File: src/rtl/txring_pkg.sv
package txring_pkg;

  typedef enum logic [2:0] {
    ST_IDLE,
    ST_RD_STAT,
    ST_RD_CTRL,
    ST_RD_BUF,
    ST_SEND,
    ST_WRBACK
  } txr_state_e;

  // status word
  localparam int unsigned HW_OWN_BIT = 31;
  localparam int unsigned BAD_LEN_BIT = 1;
  // control word
  localparam int unsigned RING_END_BIT = 31;
  localparam int unsigned SEG_FIRST_BIT = 30;
  localparam int unsigned SEG_LAST_BIT = 29;

  // word selectors inside one descriptor
  localparam logic [1:0] WSEL_STAT = 2'd0;
  localparam logic [1:0] WSEL_CTRL = 2'd1;
  localparam logic [1:0] WSEL_BUF  = 2'd2;

  localparam int unsigned DESC_SHIFT = 4;

endpackage

File: src/rtl/txring_rst_sync.sv
module txring_rst_sync (
  input  logic clk,
  input  logic rst_n,
  output logic rst_sync_n
);
  logic [1:0] stage_q;

  always_ff @(posedge clk or negedge rst_n) begin
    if (!rst_n) stage_q <= 2'b00;
    else        stage_q <= {stage_q[0], 1'b1};
  end

  assign rst_sync_n = stage_q[1];
endmodule

File: src/rtl/txring_ctrl_dec.sv
module txring_ctrl_dec #(
  parameter int unsigned LEN_W   = 11,
  parameter int unsigned MIN_LEN = 60,
  parameter int unsigned MAX_LEN = 1536
) (
  input  logic [31:0]      ctrl_word,
  output logic             ring_end,
  output logic             seg_first,
  output logic             seg_last,
  output logic             len_bad,
  output logic [LEN_W-1:0] len_pad
);
  import txring_pkg::*;

  localparam logic [LEN_W-1:0] MIN_L = LEN_W'(MIN_LEN);
  localparam logic [LEN_W-1:0] MAX_L = LEN_W'(MAX_LEN);

  logic [LEN_W-1:0] len_raw;

  always_comb begin
    len_raw   = ctrl_word[LEN_W-1:0];
    ring_end  = ctrl_word[RING_END_BIT];
    seg_first = ctrl_word[SEG_FIRST_BIT];
    seg_last  = ctrl_word[SEG_LAST_BIT];
    len_bad   = (len_raw == '0) || (len_raw > MAX_L);
    len_pad   = (len_raw < MIN_L) ? MIN_L : len_raw;
  end
endmodule

File: src/rtl/txring_ptr.sv
module txring_ptr #(
  parameter int unsigned AW    = 32,
  parameter int unsigned IDX_W = 8
) (
  input  logic          clk,
  input  logic          rst_n,
  input  logic          step,
  input  logic          wrap,
  input  logic [1:0]    wsel,
  input  logic [AW-1:0] base_addr,
  output logic [AW-1:0] word_addr
);
  import txring_pkg::*;

  logic [IDX_W-1:0] idx_q, idx_n;
  logic             idx_en;

  always_comb begin
    idx_en = step;
    idx_n  = wrap ? '0 : idx_q + 1'b1;
  end

  always_ff @(posedge clk or negedge rst_n) begin
    if (!rst_n)      idx_q <= '0;
    else if (idx_en) idx_q <= idx_n;
  end

  always_comb begin
    word_addr = base_addr + (AW'(idx_q) << DESC_SHIFT) + (AW'(wsel) << 2);
  end
endmodule

File: src/rtl/txring_fsm.sv
module txring_fsm #(
  parameter int unsigned AW = 32
) (
  input  logic          clk,
  input  logic          rst_n,
  input  logic          poll,
  input  logic          dm_ack,
  input  logic [31:0]   dm_rdata,
  input  logic          snd_done,
  input  logic          len_bad,
  input  logic          ring_end,
  output logic          dm_req,
  output logic          dm_we,
  output logic [1:0]    wsel,
  output logic [31:0]   dm_wdata,
  output logic          step,
  output logic          wrap,
  output logic          snd_req,
  output logic [AW-1:0] buf_q,
  output logic [31:0]   ctrl_q
);
  import txring_pkg::*;

  txr_state_e state_q, state_n;
  logic       pend_q, pend_n;
  logic       cap_ctrl, cap_buf;

  always_comb begin
    state_n  = state_q;
    pend_n   = pend_q | (poll && (state_q != ST_IDLE));
    cap_ctrl = 1'b0;
    cap_buf  = 1'b0;
    step     = 1'b0;
    wrap     = 1'b0;
    unique case (state_q)
      ST_IDLE: begin
        if (poll) state_n = ST_RD_STAT;
      end
      ST_RD_STAT: begin
        if (dm_ack) begin
          pend_n = 1'b0;
          if (dm_rdata[HW_OWN_BIT])   state_n = ST_RD_CTRL;
          else if (pend_q || poll)    state_n = ST_RD_STAT;
          else                        state_n = ST_IDLE;
        end
      end
      ST_RD_CTRL: begin
        if (dm_ack) begin
          cap_ctrl = 1'b1;
          state_n  = ST_RD_BUF;
        end
      end
      ST_RD_BUF: begin
        if (dm_ack) begin
          cap_buf = 1'b1;
          state_n = len_bad ? ST_WRBACK : ST_SEND;
        end
      end
      ST_SEND: begin
        if (snd_done) state_n = ST_WRBACK;
      end
      ST_WRBACK: begin
        if (dm_ack) begin
          step    = 1'b1;
          wrap    = ring_end;
          state_n = ST_RD_STAT;
        end
      end
      default: state_n = ST_IDLE;
    endcase
  end

  always_ff @(posedge clk or negedge rst_n) begin
    if (!rst_n) begin
      state_q <= ST_IDLE;
      pend_q  <= 1'b0;
    end else begin
      state_q <= state_n;
      pend_q  <= pend_n;
    end
  end

  always_ff @(posedge clk or negedge rst_n) begin
    if (!rst_n)        ctrl_q <= '0;
    else if (cap_ctrl) ctrl_q <= dm_rdata;
  end

  always_ff @(posedge clk or negedge rst_n) begin
    if (!rst_n)       buf_q <= '0;
    else if (cap_buf) buf_q <= AW'(dm_rdata);
  end

  always_comb begin
    dm_req   = (state_q == ST_RD_STAT) || (state_q == ST_RD_CTRL) ||
               (state_q == ST_RD_BUF)  || (state_q == ST_WRBACK);
    dm_we    = (state_q == ST_WRBACK);
    snd_req  = (state_q == ST_SEND);
    dm_wdata = '0;
    if (len_bad) dm_wdata[BAD_LEN_BIT] = 1'b1;
    unique case (state_q)
      ST_RD_CTRL: wsel = WSEL_CTRL;
      ST_RD_BUF:  wsel = WSEL_BUF;
      default:    wsel = WSEL_STAT;
    endcase
  end
endmodule

File: src/rtl/txring_seq.sv
module txring_seq #(
  parameter int unsigned AW      = 32,
  parameter int unsigned IDX_W   = 8,
  parameter int unsigned LEN_W   = 11,
  parameter int unsigned MIN_LEN = 60,
  parameter int unsigned MAX_LEN = 1536
) (
  input  logic             clk,
  input  logic             rst_n,
  input  logic             poll_i,
  input  logic [AW-1:0]    base_addr_i,
  output logic             dm_req_o,
  output logic             dm_we_o,
  output logic [AW-1:0]    dm_addr_o,
  output logic [31:0]      dm_wdata_o,
  input  logic [31:0]      dm_rdata_i,
  input  logic             dm_ack_i,
  output logic             snd_req_o,
  output logic [AW-1:0]    snd_addr_o,
  output logic [LEN_W-1:0] snd_len_o,
  output logic             snd_first_o,
  output logic             snd_last_o,
  input  logic             snd_done_i
);
  logic        rst_sync_n;
  logic        step, wrap, len_bad, ring_end;
  logic [1:0]  wsel;
  logic [31:0] ctrl_q;

  txring_rst_sync u_rst (
    .clk        (clk),
    .rst_n      (rst_n),
    .rst_sync_n (rst_sync_n)
  );

  txring_fsm #(.AW(AW)) u_fsm (
    .clk      (clk),
    .rst_n    (rst_sync_n),
    .poll     (poll_i),
    .dm_ack   (dm_ack_i),
    .dm_rdata (dm_rdata_i),
    .snd_done (snd_done_i),
    .len_bad  (len_bad),
    .ring_end (ring_end),
    .dm_req   (dm_req_o),
    .dm_we    (dm_we_o),
    .wsel     (wsel),
    .dm_wdata (dm_wdata_o),
    .step     (step),
    .wrap     (wrap),
    .snd_req  (snd_req_o),
    .buf_q    (snd_addr_o),
    .ctrl_q   (ctrl_q)
  );

  txring_ctrl_dec #(.LEN_W(LEN_W), .MIN_LEN(MIN_LEN), .MAX_LEN(MAX_LEN)) u_dec (
    .ctrl_word (ctrl_q),
    .ring_end  (ring_end),
    .seg_first (snd_first_o),
    .seg_last  (snd_last_o),
    .len_bad   (len_bad),
    .len_pad   (snd_len_o)
  );

  txring_ptr #(.AW(AW), .IDX_W(IDX_W)) u_ptr (
    .clk       (clk),
    .rst_n     (rst_sync_n),
    .step      (step),
    .wrap      (wrap),
    .wsel      (wsel),
    .base_addr (base_addr_i),
    .word_addr (dm_addr_o)
  );
endmodule

File: config.mk
export PLATFORM = sky130hd
export DESIGN_NAME = txring_seq
export DESIGN_NICKNAME = d
export VERILOG_FILES = /design/src/rtl/txring_pkg.sv /design/src/rtl/txring_rst_sync.sv /design/src/rtl/txring_ctrl_dec.sv /design/src/rtl/txring_ptr.sv /design/src/rtl/txring_fsm.sv /design/src/rtl/txring_seq.sv
export SDC_FILE = /design/constraint.sdc
export NUM_CORES = 1
export LEC_CHECK = 0
export BUFFER_PORTS_ARGS = -buffer_cell sky130_fd_sc_hd__buf_2
export CAP_MARGIN = 15
export CORE_ASPECT_RATIO = 1.1
export CORE_MARGIN = 2
export CORE_UTILIZATION = 45
export DETAILED_ROUTE_END_ITERATION = 12
export MAX_ROUTING_LAYER = met4
export PLACE_DENSITY = 0.73
export SETUP_SLACK_MARGIN = 0.2
export SYNTH_ARGS = -nofsm -noshare
export SYNTH_HDL_FRONTEND = slang
export SYNTH_HIERARCHICAL = 1
export SYNTH_SLANG_ARGS = --single-unit
File: constraint.sdc
create_clock -name clk -period 3.5 [get_ports clk]
set_input_delay 0.7 -clock clk [delete_from_list [all_inputs] [get_ports clk]]
set_output_delay 0.7 -clock clk [all_outputs]
set_load 0.01 [all_outputs]
Yosys cells after proc, flatten, opt, wreduce, memory -nomap -nowiden
Index checks and enable logic that the tools add are counted.
Storage, ports and cells
  register bits: 78
  input bits: 69
  output and inout bits: 112
Cells by class
  mux-type cells: 22
  eq/ne operators: 11
  add/subtract/negate cells: 3
  bitwise gates (word level): 1
  reductions and logical operators: 10
  magnitude comparators: 2
Operators by type and width (count)
  32-bit by 12-bit adder with 32-bit output: 1
  32-bit by 4-bit adder with 32-bit output: 1
  3-bit 2-to-1 mux: 7
  3-bit one-hot mux with 6 select lines: 1
  11-bit greater-than comparator, second input constant: 1
  11-bit zero test: 1
  11-bit by 6-bit < comparator with 1-bit output, second input constant: 1
  1-bit 2-to-1 mux: 11
  11-bit 2-to-1 mux: 1
  8-bit by 1-bit adder with 8-bit output, second input constant: 1
  8-bit 2-to-1 mux: 1
  2-bit inequality test, second input constant: 4
  3-bit by 2-bit equality test with 1-bit output, second input constant: 2
  3-bit equality test, second input constant: 2
  6-bit AND reduction: 1
  1-bit logical OR: 5
  2-bit by 1-bit inequality test with 1-bit output, second input constant: 2
  2-bit one-hot mux with 2 select lines: 1
  3-bit by 1-bit equality test with 1-bit output, second input constant: 1
  3-bit zero test: 1
  3-bit nonzero test: 1
  1-bit logical AND: 1
  1-bit bitwise OR: 1

Logic depth before layout (Yosys ltp)
  word-level depth: 5
  gate-level depth with buffers: 11

Hierarchy
The synthesis kept the hierarchy.
By module, submodules not included
  txring_fsm: sequential area each 1701.6 um^2, area an instance 3030.4 um^2, cells an instance 206, times used 1
  txring_ptr: sequential area each 200.2 um^2, area an instance 1244.9 um^2, cells an instance 153, times used 1
  txring_ctrl_dec: sequential area each 0.0 um^2, area an instance 161.4 um^2, cells an instance 24, times used 1
  txring_rst_sync: sequential area each 50.0 um^2, area an instance 53.8 um^2, cells an instance 3, times used 1

Worst setup path after synthesis
No wires, ideal clock.
  path kind: register to output
  start: register u_fsm.state_q[1]
  end: output port dm_addr_o[16]
  data arrival time: 2452 ps
  buffers on the path: 1
  stages on the path, launching flop included: 12
  setup slack: 348 ps
  cell sequence: dfrtp_1 -> clkbuf_1 -> nor3b_1 -> ha_1 -> inv_1 -> fa_1 -> nor2b_1 -> o2111ai_1 -> nand4b_1 -> o211ai_2 -> nor3_1 -> xor2_1
On the way
  longest elaborated chain between the ends: 3
  elaborated cells between the ends (all ways): 4
  classes of those cells: add/sub (1); eq/ne (2); mux (1)
RTL lines
  start, declared: RTL line txring_fsm.sv:24  | txr_state_e state_q, state_n;
  start signal, assigned: RTL line txring_fsm.sv:78  | state_q <= state_n;
  3-bit by 2-bit equality test with 1-bit output: RTL line txring_fsm.sv:100  | unique case (state_q)
  2-bit one-hot mux with 2 select lines (*): RTL line txring_fsm.sv:100
  named net wsel[0]: RTL line txring_seq.sv:27  | logic [1:0] wsel;
  32-bit by 4-bit adder with 32-bit output (*): RTL line txring_ptr.sv:29  | word_addr = base_addr + (AW'(idx_q) << DESC_SHIFT) + (AW'(wsel) << 2);
  end, declared: RTL line txring_seq.sv:14  | output logic [AW-1:0] dm_addr_o,
The timed path passes the listed nets; every way through them passes the cells marked *.

Worst setup path in the final report
  start: register u_fsm.state_q[0]
  end: output port dm_addr_o[23]
The elaborated chain is that of the path after synthesis.

==> impl_metrics.env <==
export IMPL_period_minus_slack_ns=3.43
export IMPL_worstMarginPinSlew_ns=1.04
export IMPL_clk_latency_ns=0.32
export IMPL_drv_slew=0
export IMPL_max_freq_ghz=0.292
export IMPL_area_growth_pct=28.7
export IMPL_yosys_warnings=6
export IMPL_cp_start_kind="register"
export IMPL_end_kind="primary output"
export IMPL_hold_violations=0
export IMPL_powerDensity_nw_per_um2=767
export IMPL_finalClockSkew_ns=0.00827
export IMPL_final_nets=584
export IMPL_clockBufferDepth=2
export IMPL_cts_max_level=3
export IMPL_dieArea_sq_um=9270
export IMPL_rsz0062_at_grt="true"
export IMPL_layout_drive_gt1_share_pct=52.6
export IMPL_placed_cells=588
export IMPL_cts_root_buf="clkbuf_8"
export IMPL_hpwl_mm=6.27
export IMPL_setup_tns_final_ns=0
export IMPL_cts_clk_slew_worst_paths_ns=0.07
export IMPL_die_h_um=101
export IMPL_drv_cap=0
export IMPL_cp_required_ns=2.80
export IMPL_path_max_fanout=5
export IMPL_detail_route_wl_per_cell_um=13.8
export IMPL_status="finished, final reports clean"
export IMPL_gp_congestion=0.884
export IMPL_io_pins=181
export IMPL_ir_drop_v=0.000366
export IMPL_path_class="register to primary output"
export IMPL_ant_nets=0
export IMPL_via_per_inst=4.92
export IMPL_port_buffers=145
export IMPL_die_x_um=92.0
export IMPL_relSlewSlack_pct=30.8
export IMPL_layout_cells_non_filler=619
export IMPL_wl_mm=8.53
export IMPL_numCtsBuffers=9
export IMPL_synth_cells=349
export IMPL_finalSetupViolations=0
export IMPL_grt_overflow_total=0
export IMPL_num_rows=35
export IMPL_cts_tree="done"
export IMPL_cts_sinks=60
export IMPL_power_leakage_nw=2.52
export IMPL_syn_area_sq_um=3830
export IMPL_grt_max_degree=38
export IMPL_hp_class="primary input to asynchronous set/reset pin"
export IMPL_drtIter0Drc=40
export IMPL_firstDrtPassIters=4
export IMPL_initial_utilization_pct=46.1
export IMPL_period_share_pct=97.9
export IMPL_syn_area_per_cell_sq_um=11.0
export IMPL_final_util_pct=59.3
export IMPL_grt_pass1_vias=3035
export IMPL_cp_arrival_ns=2.73
export IMPL_vias=3045
export IMPL_hold_ws_ns=0.146
export IMPL_grt_pass1_wl_mm=13.8
export IMPL_n_antenna_cell=0
export IMPL_antenna_found_initial=0
export IMPL_core_sq_um=8320
export IMPL_remaining_drc_errors=0
export IMPL_grt_usage_pct=19.0
[placed cells by master, fill, tap and decap left out, types with 13 or more instances in the layout]
cell     instances
buf_2          145
dfrtp_1         58
conb_1          32
mux2_4          29
buf_4           19
xor2_1          18
mux2_2          17
nand2_1         16
nor2_1          13
[flip-flops by register name (all words and copies together), names as in the netlist]
name	cells
u_fsm/state_q	3
u_rst/stage_q	2
u_ptr/idx_q	8
u_fsm/ctrl_q	14
u_fsm/buf_q	32
u_fsm/pend_q	1
[cell type report]
type,instances,area (sq um)
multi-input cells,253,2140
flip-flops and latches,60,1500
clock buffers,11,151
fillers,720,3390
clock inverters,5,60.1
well taps,111,139
repair buffers,166,891
inverters,13,48.8
[metal layers]
metal  up-vias  routed length (um)  global-route usage (%)
li1       1465                   -                       -
met1      1441                3600                    21.9
met2       127                4310                    32.7
met3        12                 481                    3.22
met4         0                 142                    8.38
met5         -                   0                       -
[timing repair]
| item | CTS | global route |
|---|---|---|
| hold endpoints to repair | 0 | 0 |
| gates resized for setup | 21 | 6 |
| gates cloned | 1 | 0 |
| endpoints found under the setup margin | 23 | 24 |
| setup buffers | 9 | 5 |
| hold buffers | 0 | 0 |
| pin swaps | 17 | 17 |
[worst paths after layout]
kind                                                to                          from  slack [ns]  cells past startpoint
max                                      dm_addr_o[23]  u_fsm/state_q[0]$_DFFE_PN0P_        0.07                     11
min in group clk            u_rst/stage_q[1]$_DFF_PN0_    u_rst/stage_q[0]$_DFF_PN0_        0.36                      0
max reg2reg                u_fsm/buf_q[15]$_DFFE_PN0P_  u_fsm/state_q[2]$_DFFE_PN0P_        1.37                      3
min                         u_rst/stage_q[1]$_DFF_PN0_                         rst_n        0.15                      1
min reg2reg                     u_fsm/pend_q$_DFF_PN0_    u_rst/stage_q[1]$_DFF_PN0_        0.36                      0
max in group asynchronous   u_fsm/buf_q[0]$_DFFE_PN0P_    u_rst/stage_q[1]$_DFF_PN0_        2.35                      1
[per-stage QoR]
step	area (sq um)	setup WS, ns	power [mW]
6_report	4930	0.0735	3.78
3_5_place_dp	4480	0.0873	3.02
4_1_cts	4870	0.0330	3.78
5_1_grt	4930	-0.118	4.05
3_3_place_gp	4480	0.191	2.96
2_1_floorplan	3950	0.348	2.47
[worst max-delay path: stages (launching register included)]
cell and delay [ns]:
dfrtp_2 0.45, nor3b_2 0.21, ha_2 0.21, buf_4 0.10, buf_4 0.08, a21o_1 0.11, a21oi_2 0.06, o21ai_2 0.23
a41oi_2 0.25, nor3b_1 0.34, xor2_1 0.20, buf_2 0.16
[report_power, final]
group / total (mW) / internal [mW] / leakage, nW / switching, mW
Combinational: 1.89 / 0.996 / 1.70 / 0.896
Sequential: 1.25 / 1.01 / 0.709 / 0.243
Clock: 0.639 / 0.369 / 0.106 / 0.271
Total: 3.78 / 2.37 / 2.52 / 1.41
No activity file was read; power rests on OpenSTA's default activity.
